### src/rtl/pkt_uart_pkg.sv
package pkt_uart_pkg;

    typedef enum logic [2:0] {
        ST_IDLE  = 3'd0,
        ST_LEAD  = 3'd1,
        ST_START = 3'd2,
        ST_DATA  = 3'd3,
        ST_STOP  = 3'd4,
        ST_HOLD  = 3'd5
    } tx_state_e;

    // mode word field positions
    localparam int MB_LEAD_LSB = 0;
    localparam int MB_ERR      = 4;
    localparam int MB_AUTO     = 5;
    localparam int MB_MAN      = 6;
    localparam int MB_BUSY     = 7;
    localparam int MB_GAP_LSB  = 8;
    localparam int MB_PEND_LSB = 16;
    localparam int MB_DATA     = 21;

endpackage

### src/rtl/pkt_uart_fifo.sv
module pkt_uart_fifo #(
    parameter int WIDTH = 8,
    parameter int DEPTH = 16,
    localparam int AW = $clog2(DEPTH),
    localparam int LW = $clog2(DEPTH + 1)
) (
    input  logic             clk,
    input  logic             rst_n,
    input  logic             flush,
    input  logic             push,
    input  logic [WIDTH-1:0] din,
    input  logic             pop,
    output logic [WIDTH-1:0] dout,
    output logic [LW-1:0]    level,
    output logic             full,
    output logic             empty
);

    typedef struct packed {
        logic [AW-1:0] wr;
        logic [AW-1:0] rd;
        logic [LW-1:0] lvl;
    } ptr_t;

    ptr_t ptr_q, ptr_d;
    logic [WIDTH-1:0] mem_q [DEPTH];
    logic do_push, do_pop;

    assign full    = (ptr_q.lvl == LW'(DEPTH));
    assign empty   = (ptr_q.lvl == '0);
    assign do_push = push && !full && !flush;
    assign do_pop  = pop && !empty && !flush;
    assign dout    = mem_q[ptr_q.rd];
    assign level   = ptr_q.lvl;

    always_comb begin
        ptr_d = ptr_q;
        if (flush) begin
            ptr_d = '0;
        end else begin
            if (do_push) ptr_d.wr = ptr_q.wr + AW'(1);
            if (do_pop)  ptr_d.rd = ptr_q.rd + AW'(1);
            if (do_push && !do_pop)      ptr_d.lvl = ptr_q.lvl + LW'(1);
            else if (!do_push && do_pop) ptr_d.lvl = ptr_q.lvl - LW'(1);
        end
    end

    always_ff @(posedge clk or negedge rst_n) begin
        if (!rst_n) ptr_q <= '0;
        else        ptr_q <= ptr_d;
    end

    always_ff @(posedge clk) begin
        if (do_push) mem_q[ptr_q.wr] <= din;
    end

endmodule

### src/rtl/pkt_uart_baud.sv
module pkt_uart_baud #(
    parameter int DIV_W = 16
) (
    input  logic             clk,
    input  logic             rst_n,
    input  logic             run,
    input  logic [DIV_W-1:0] div,
    output logic             tick
);

    logic [DIV_W-1:0] cnt_q, cnt_d;

    assign tick = run && (cnt_q == div);

    always_comb begin
        if (!run || tick) cnt_d = '0;
        else              cnt_d = cnt_q + DIV_W'(1);
    end

    always_ff @(posedge clk or negedge rst_n) begin
        if (!rst_n) cnt_q <= '0;
        else        cnt_q <= cnt_d;
    end

endmodule

### src/rtl/pkt_uart_tx.sv
module pkt_uart_tx
    import pkt_uart_pkg::*;
#(
    parameter int DATA_DEPTH = 16,
    parameter int CNT_DEPTH  = 16,
    parameter int DIV_W      = 16,
    localparam int LEN_W     = $clog2(DATA_DEPTH + 1)
) (
    input  logic             clk,
    input  logic             rst_n,
    input  logic             clr,
    input  logic [DIV_W-1:0] baud_div,
    input  logic             cfg_wr,
    input  logic [31:0]      cfg_in,
    input  logic             data_wr,
    input  logic [7:0]       data_in,
    input  logic             len_wr,
    input  logic [LEN_W-1:0] len_in,
    output logic [31:0]      mode_rd,
    output logic             txd,
    output logic             txen
);

    localparam int CLW = $clog2(CNT_DEPTH + 1);

    typedef struct packed {
        tx_state_e        st;
        logic [7:0]       cnt;
        logic [7:0]       sh;
        logic [LEN_W-1:0] left;
        logic             err;
        logic [7:0]       gap;
        logic             man;
        logic             aut;
        logic [3:0]       lead;
    } core_t;

    core_t q, d;

    logic             data_full, data_empty, data_pop;
    logic [LEN_W-1:0] data_level;
    logic [7:0]       data_head;
    logic             len_full, len_empty, len_pop, len_ok;
    logic [CLW-1:0]   len_level;
    logic [LEN_W-1:0] len_head;
    logic             tick, busy, auto_on;
    logic [7:0]       hold_len;
    logic             unused_cfg;

    assign unused_cfg = ^{cfg_in[31:16], cfg_in[7], cfg_in[4]};
    assign len_ok     = (len_in <= LEN_W'(DATA_DEPTH));

    pkt_uart_fifo #(.WIDTH(8), .DEPTH(DATA_DEPTH)) u_data_fifo (
        .clk   (clk),
        .rst_n (rst_n),
        .flush (clr),
        .push  (data_wr),
        .din   (data_in),
        .pop   (data_pop),
        .dout  (data_head),
        .level (data_level),
        .full  (data_full),
        .empty (data_empty)
    );

    pkt_uart_fifo #(.WIDTH(LEN_W), .DEPTH(CNT_DEPTH)) u_len_fifo (
        .clk   (clk),
        .rst_n (rst_n),
        .flush (clr),
        .push  (len_wr && len_ok),
        .din   (len_in),
        .pop   (len_pop),
        .dout  (len_head),
        .level (len_level),
        .full  (len_full),
        .empty (len_empty)
    );

    pkt_uart_baud #(.DIV_W(DIV_W)) u_baud (
        .clk   (clk),
        .rst_n (rst_n),
        .run   (q.st != ST_IDLE),
        .div   (baud_div),
        .tick  (tick)
    );

    // idle hold after the last stop bit; automatic mode needs at least one bit
    assign hold_len = (q.gap == 8'd0 && q.aut) ? 8'd1 : q.gap;

    always_comb begin
        d        = q;
        data_pop = 1'b0;
        len_pop  = 1'b0;

        if (cfg_wr) begin
            d.gap  = cfg_in[MB_GAP_LSB +: 8];
            d.man  = cfg_in[MB_MAN];
            d.aut  = cfg_in[MB_AUTO];
            d.lead = cfg_in[MB_LEAD_LSB +: 4];
        end

        if ((len_wr && (len_full || !len_ok)) || (data_wr && data_full))
            d.err = 1'b1;

        unique case (q.st)
            ST_IDLE: begin
                if (!len_empty) begin
                    if (len_head == '0) begin
                        len_pop = 1'b1;
                    end else if (data_level >= len_head) begin
                        len_pop = 1'b1;
                        d.left  = len_head;
                        if (q.aut && q.lead != 4'd0) begin
                            d.st  = ST_LEAD;
                            d.cnt = 8'(q.lead);
                        end else begin
                            d.st     = ST_START;
                            data_pop = 1'b1;
                            d.sh     = data_head;
                            d.left   = len_head - LEN_W'(1);
                        end
                    end
                end
            end
            ST_LEAD: begin
                if (tick) begin
                    if (q.cnt == 8'd1) begin
                        d.st     = ST_START;
                        data_pop = 1'b1;
                        d.sh     = data_head;
                        d.left   = q.left - LEN_W'(1);
                    end else begin
                        d.cnt = q.cnt - 8'd1;
                    end
                end
            end
            ST_START: begin
                if (tick) begin
                    d.st  = ST_DATA;
                    d.cnt = 8'd0;
                end
            end
            ST_DATA: begin
                if (tick) begin
                    d.sh = {1'b0, q.sh[7:1]};
                    if (q.cnt == 8'd7) d.st = ST_STOP;
                    else               d.cnt = q.cnt + 8'd1;
                end
            end
            ST_STOP: begin
                if (tick) begin
                    if (q.left != '0) begin
                        d.st     = ST_START;
                        data_pop = 1'b1;
                        d.sh     = data_head;
                        d.left   = q.left - LEN_W'(1);
                    end else if (hold_len == 8'd0) begin
                        d.st = ST_IDLE;
                    end else begin
                        d.st  = ST_HOLD;
                        d.cnt = 8'd0;
                    end
                end
            end
            ST_HOLD: begin
                if (tick) begin
                    if ((q.cnt + 8'd1) >= hold_len) d.st = ST_IDLE;
                    else                            d.cnt = q.cnt + 8'd1;
                end
            end
            default: d.st = ST_IDLE;
        endcase

        if (clr) begin
            d.st   = ST_IDLE;
            d.cnt  = 8'd0;
            d.left = '0;
            d.err  = 1'b0;
        end
    end

    always_ff @(posedge clk or negedge rst_n) begin
        if (!rst_n) q <= '0;
        else        q <= d;
    end

    assign busy = (q.st != ST_IDLE);

    always_comb begin
        unique case (q.st)
            ST_START: txd = 1'b0;
            ST_DATA:  txd = q.sh[0];
            default:  txd = 1'b1;
        endcase
    end

    assign auto_on = q.aut && ((q.st == ST_LEAD) || (q.st == ST_START) ||
                               (q.st == ST_DATA) || (q.st == ST_STOP) ||
                               (q.st == ST_HOLD && q.cnt == 8'd0));
    assign txen    = q.man || auto_on;

    assign mode_rd = {10'd0, ~data_empty, 5'(len_level), q.gap,
                      busy, q.man, q.aut, q.err, q.lead};

endmodule

### config.mk
export PLATFORM = sky130hd
export DESIGN_NAME = pkt_uart_tx
export DESIGN_NICKNAME = d
export VERILOG_FILES = /design/src/rtl/pkt_uart_pkg.sv /design/src/rtl/pkt_uart_fifo.sv /design/src/rtl/pkt_uart_baud.sv /design/src/rtl/pkt_uart_tx.sv
export SDC_FILE = /design/constraint.sdc
export NUM_CORES = 1
export LEC_CHECK = 0
export BUFFER_PORTS_ARGS = -buffer_cell sky130_fd_sc_hd__buf_2
export CAP_MARGIN = 20
export CORE_UTILIZATION = 61
export CTS_CLUSTER_DIAMETER = 120
export DETAILED_ROUTE_END_ITERATION = 16
export GPL_TIMING_DRIVEN = 0
export PLACE_DENSITY = 0.83
export SLEW_MARGIN = 10
export SYNTH_ARGS = -nofsm -noshare
export SYNTH_HDL_FRONTEND = slang
export SYNTH_SLANG_ARGS = --single-unit
### constraint.sdc
create_clock -name clk -period 5.5 [get_ports clk]
set_input_delay 0.275 -clock clk [delete_from_list [all_inputs] [get_ports clk]]
set_output_delay 0.275 -clock clk [all_outputs]
set_load 0.01 [all_outputs]
; ---- Word level (Yosys, flattened, before mapping)
; Memory sizes are Yosys's and may differ from the RTL's.
; Index checks and enable logic that the tools add are counted.
[totals]
ff_bits = 81
ram_bits = 208
inputBits = 67
output_inout_bits = 34
n_memories = 2
[classes]
n_addsub = 13
order_cmp = 3
n_eq_ne = 37
muxes = 60
bitwise_logic = 1
n_reduce_logical = 63
[mem_list]
columns = memory, depth, width, rd, rd_clocked_by_memory_dff, write_ports, line_no
row1 = u_data_fifo.mem_q, 16, 8, 1, 0, 1, pkt_uart_fifo.sv:26  ; logic [WIDTH-1:0] mem_q [DEPTH];
row2 = u_len_fifo.mem_q, 16, 5, 1, 0, 1, pkt_uart_fifo.sv:26
[ops]
columns = operator, count
row1 = $mux W24, 5
row2 = $mux W13, 5
row3 = $mux W8, 7
row4 = $pmux W8 S6, 1
row5 = $ne A3 B3 Y1 const B, 13
row6 = $mux W11, 3
row7 = $pmux W8 S4, 1
row8 = $logic_not A8 Y1, 3
row9 = $logic_and A1 B1 Y1, 20
row10 = $mux W5, 4
row11 = $sub A5 B1 Y5 const B, 4
row12 = $mux W19, 1
row13 = $pmux W3 S6, 1
row14 = $mux W1, 17
row15 = $add A16 B1 Y16 const B, 1
row16 = $add A4 B1 Y4 const B, 4
row17 = $eq A16 B16 Y1, 1
row18 = $mux W16, 1
row19 = $mux W4, 4
row20 = $logic_not A5 Y1, 3
row21 = $mux W3, 5
row22 = $ne A3 B2 Y1 const B, 5
row23 = $pmux W5 S3, 1
row24 = $reduce_and A15 Y1, 1
row25 = other kinds (30), 66

; ---- Logic depth before layout (Yosys ltp)
[depth]
word_depth = 13
depth_mapped = 20
mapped_depth_nobuf = 17

; ---- Hierarchy
; Synthesis repeated with hierarchy kept, for this count alone.
[unflattened]
cells_unflattened = 1044
area_unflattened_um2 = 14204.9
[by_module_without_submodules]
columns = mod, n_inst, cells_each, area_per_inst_um2, seq_area_each_um2
row1 = pkt_uart_fifo at u_data_fifo, 1, 325, 5855.6, 4169.0
row2 = pkt_uart_fifo at u_len_fifo, 1, 247, 4052.6, 2727.6
row3 = pkt_uart_tx, 1, 371, 3301.9, 975.9
row4 = pkt_uart_baud, 1, 101, 994.7, 400.4

; ---- Worst setup path after synthesis
; OpenSTA, ideal clock, no wires.
[synth_path]
path_type = reg2reg
startpoint = register u_len_fifo.ptr_q[5] (netlist bit)
endpoint = register u_len_fifo.ptr_q (netlist bit u_len_fifo.level[4])
setup_ns = 0.128
arrival_time_ns = 4.364
slack_ns = 1.009
path_stages_with_launch = 19
n_path_buf = 3
cell_sequence = dfrtp_1 -> buf_6 -> buf_12 -> buf_4 -> mux4_2 -> a22oi_1 -> nand3_1 -> ha_1 -> nand2b_1 -> a211oi_1 -> o31a_1 -> o31ai_4 -> a21oi_2 -> nand2_1 -> ha_1 -> a21o_1 -> a21oi_1 -> mux2i_1 -> mux2_1
[synth_via]
elab_chain_len = 12
[synth_lines]
columns = item, line_no
row1 = from (decl), pkt_uart_fifo.sv:25  ; ptr_t ptr_q, ptr_d;
row2 = from (signal assigned), pkt_uart_fifo.sv:50  ; else ptr_q <= ptr_d;
row3 = $mem_v2 Z16 W5 *, -
row4 = $ge A5 B5 Y1, pkt_uart_tx.sv:110  ; end else if (data_level >= len_head) begin
row5 = $mux W1, pkt_uart_tx.sv:110
row6 = $mux W1 *, pkt_uart_tx.sv:108  ; if (len_head == '0) begin
row7 = $mux W1 *, pkt_uart_tx.sv:107  ; if (!len_empty) begin
row8 = $mux W1 *, pkt_uart_tx.sv:105  ; unique case (q.st)
row9 = $logic_and A1 B1 Y1 * (2 in series), pkt_uart_fifo.sv:32  ; assign do_pop = pop && !empty && !flush;
row10 = $logic_not A1 Y1, pkt_uart_fifo.sv:43  ; if (do_push && !do_pop) ptr_d.lvl = ptr_q.lvl + LW'(1);
row11 = $logic_and A1 B1 Y1, pkt_uart_fifo.sv:43
row12 = $mux W5, pkt_uart_fifo.sv:43
row13 = $mux W13, pkt_uart_fifo.sv:38  ; if (flush) begin
; Mark *: on every way between the ends. The rest lies on a longest branch, timed or not.
; A chain may end at the register's enable or synchronous reset.

; ---- Worst setup path after layout
[layout_path]
startpoint = register u_len_fifo.ptr_q[5] (netlist bit)
endpoint = register u_data_fifo.ptr_q (netlist bit u_data_fifo.level[4])
[layout_via]
elab_chain_len = 12
[layout_lines]
columns = item, line_no
row1 = $mem_v2 Z16 W5 *, -
row2 = $ge A5 B5 Y1, pkt_uart_tx.sv:110
row3 = $mux W1, pkt_uart_tx.sv:110
row4 = $mux W1 *, pkt_uart_tx.sv:108
row5 = $mux W1 *, pkt_uart_tx.sv:107
row6 = $pmux W1 S3 *, pkt_uart_tx.sv:105
row7 = $logic_and A1 B1 Y1 * (2 in series), pkt_uart_fifo.sv:32
row8 = $logic_not A1 Y1, pkt_uart_fifo.sv:43
row9 = $logic_and A1 B1 Y1, pkt_uart_fifo.sv:43
row10 = $mux W5, pkt_uart_fifo.sv:43
row11 = $mux W13, pkt_uart_fifo.sv:38
row12 = to (signal assigned), pkt_uart_fifo.sv:50
row13 = to (decl), pkt_uart_fifo.sv:25
; Marked as above.

==> flow_summary.ini <==
[placement]
post-place-ws_ns = 0.248
place.gp.congestion = 0.934
hpwl_um = 21300
io_buffers = 72

[global_routing]
grt_util_all_layers_pct = 26.9
antenna_found_initial = 0
grt_overflow = 0
grt_pass1_vias = 9185
grt_start_max_net_pins = 49
grt_pass1_wl_um = 49100

[timing]
fin_setup_tns_ns = 0
hold_viol_final = 0
fin_ws_ns = 0.249
maxSlewViolCount = 0
clock_skew_ns = 0.0150
tightestPinTransition_ns = 1.06
min_period_over_period_pct = 95.5
slew_headroom_pct = 28.7
clock.fmax_mhz = 190
finalSetupViolCount = 0
min_period_ns = 5.25
rsz0062_at_grt = no

[floorplan]
ioPinCount = 101
initial_core_util_pct = 62.1
chipWidth_um = 154
placementRows = 55
die_area_mm2 = 0.0237
die_height_um = 154
core_area_mm2 = 0.0226

[yosys]
synth.area.top_cells = edfxtp_1 (44%), dfrtp_1 (14%), mux4_2 (5.1%), mux2i_1 (4.6%), ha_1 (3.2%)
netlist_area_mm2 = 0.0141
synth_top_area_share_pct = 44.4
seq_area_frac_synth_pct = 58.8
synth-edff-count = 208
synth_largest_area_cell = edfxtp_1
synth_commonest_cells = edfxtp_1 (208), nor2_1 (95), dfrtp_1 (81)
synth_flop_cell = edfxtp_1
synthDistinctLibCells = 74
yosysMostFrequentCell = edfxtp_1
ys_seq_elements = 289
syn-instance-count = 1086
synth_warnings = 0
async_reset_ff_share_pct = 28.0
syn_avg_cell_area_um2 = 12.9

[cells_and_area]
final_nets = 1321
fillers = 1497
multi_input_area_mm2 = 0.00520
drive_gt1_share_pct = 17.5
register_area_mm2 = 0.00827
antennaDiodeCount = 0
area_growth_syn_to_layout_pct = 13.5

[power_and_ir_drop]
p_leak_nw = 6.03
pwr-share-comb_pct = 29.5
pwr-share-seq_pct = 40.3
peakVddDrop_v = 0.000354
p_sw_mw = 2.06
p_per_area_mw_per_mm2 = 405
clockPowerShare_pct = 30.2
switching_share_pct = 31.9
p_int_mw = 4.40

[job]
max_cap_violations = 0

[clock_network]
ctsHtreeMaxLevel = 1
clockBufferDepth = 3
cts.sinks = 289
cts_tree = done
cts_resized = 0
clkTransAtPathRegs_ns = 0.06
numCtsBuffers = 28
clock_latency_ns = 0.56
cts-root-buf = clkbuf_16

[setup_path]
crit_type = flip-flop to flip-flop
setup.worst_path.start_class = flip-flop
worstPathArrival_ns = 5.68
path_max_fanout = 10
cp.required_ns = 5.93
end_kind = flip-flop

[routing]
via_per_inst = 6.16
first_pass_iters = 6
ant_nets = 0
drc = 0
drt_iter0_markers = 896
wirelength_um = 31400
vias = 9376
wire_per_inst_um = 20.6

[status]
status = complete, no violations

[hold_path]
hp-class = input pin to flip-flop
==> layout by cell type, fill, tap and decap left out, drive strengths merged, types with 22 or more instances in the layout <==
cell	instances
a21oi	37
buf	122
clkbuf	64
dfrtp	81
edfxtp	208
ha	36
inv	47
mux2i	65
mux4	34
nand2	81
nand3	31
nor2	96
o21ai	34
xnor2	22
xor2	36
==> registers in the layout (all words and copies together) (netlist names), 8 cells and up <==
signal             cells
u_data_fifo.mem_q    128
u_len_fifo.mem_q      80
q                     24
u_baud.cnt_q          16
mode_rd               15
u_data_fifo.ptr_q      8
u_len_fifo.ptr_q       8
==> repair_timing <==
action / CTS / global route
setup endpoints to repair: 0 / 1
hold buffers: 16 / 0
hold endpoints to repair: 47 / 0
setup buffers: 0 / 1
==> routing by layer <==
| metal | wire length (µm) | track usage (%) | vias to the layer above |
|---|---|---|---|
| li1 | - | - | 4290 |
| met1 | 12800 | 36.4 | 4569 |
| met2 | 15500 | 45.2 | 451 |
| met3 | 2400 | 3.78 | 66 |
| met4 | 776 | 8.81 | 0 |
| met5 | 0 | 0 | - |
==> cells by family (layout without fill, tap and decap cells) <==
group	Yosys count	in the layout	share of synthesized area, %
flops	289	289	58.8
fa+ha+maj	38	38	3.49
xor+xnor	58	58	3.61
mux	112	112	11.2
simple gates	292	292	10.0
other cells	1	10	0.0267
compound gates	170	170	8.34
buf+inv	126	268	4.47
==> power groups by stage <==
stage / clock network [mW] / logic (mW) / registers (mW)
floorplan: 0 / 1.40 / 2.61
global placement: 0 / 1.80 / 2.64
detailed placement: 0 / 1.85 / 2.64
CTS: 1.97 / 1.88 / 2.60
global route: 2.05 / 2.07 / 2.62
finish: 1.95 / 1.91 / 2.60
==> critical path: stages, from the launching register on <==
cell,delay [ns]
dfrtp_1,0.37
buf_6,0.19
buf_12,0.16
buf_4,0.24
mux4_2,0.54
a22oi_1,0.30
nand3_1,0.25
ha_1,0.33
nand2b_1,0.13
a211oi_1,0.28
o31ai_1,0.17
o311a_1,0.20
nor2_2,0.29
nand3_1,0.23
ha_1,0.41
nor2b_1,0.14
o21ai_0,0.27
a21oi_1,0.11
a32oi_1,0.17
mux2_1,0.34
==> stage by stage <==
stage | instance area (µm²) | cells | util [%] | hold WS (ns) | total power, mW
floorplan | 14100 | 1095 | - | -0.0206 | 4.01
global placement | 14800 | 1452 | 65.4 | 0.475 | 4.44
detailed placement | 14900 | 1454 | 65.6 | 0.270 | 4.50
CTS | 15900 | 1521 | 70.4 | 0.0197 | 6.45
global route | 16000 | 1522 | 70.5 | 0.0302 | 6.74
finish | 16000 | 1522 | 70.5 | 0.0378 | 6.46
==> final cells by class <==
type                            instances  area share (%)
Buffer                                 80            2.86
Multi-Input combinational cell        680            32.6
Clock buffer                           31            4.46
Clock inverter                         20            1.39
Sequential cell                       289            51.9
Timing Repair Buffer                   91            3.53
Inverter                               46            1.08
Tap cell                              285            2.24
==> final timing paths <==
check | slack [ns] | from | cells past startpoint | to
max in group asynchronous | 4.67 | rst_n | 3 | mode_rd[4]
setup reg to reg | 0.25 | u_len_fifo.ptr_q[5] | 19 | u_data_fifo.level[4]
setup / recovery | 0.25 | u_len_fifo.ptr_q[5] | 19 | u_data_fifo.level[4]
hold / removal | 0.04 | len_wr | 3 | mode_rd[4]
min in group asynchronous | 0.23 | rst_n | 2 | mode_rd[11]
hold reg to reg | 0.50 | q[27] | 1 | q[27]
Note: power is estimated with default switching activity, not from simulation.
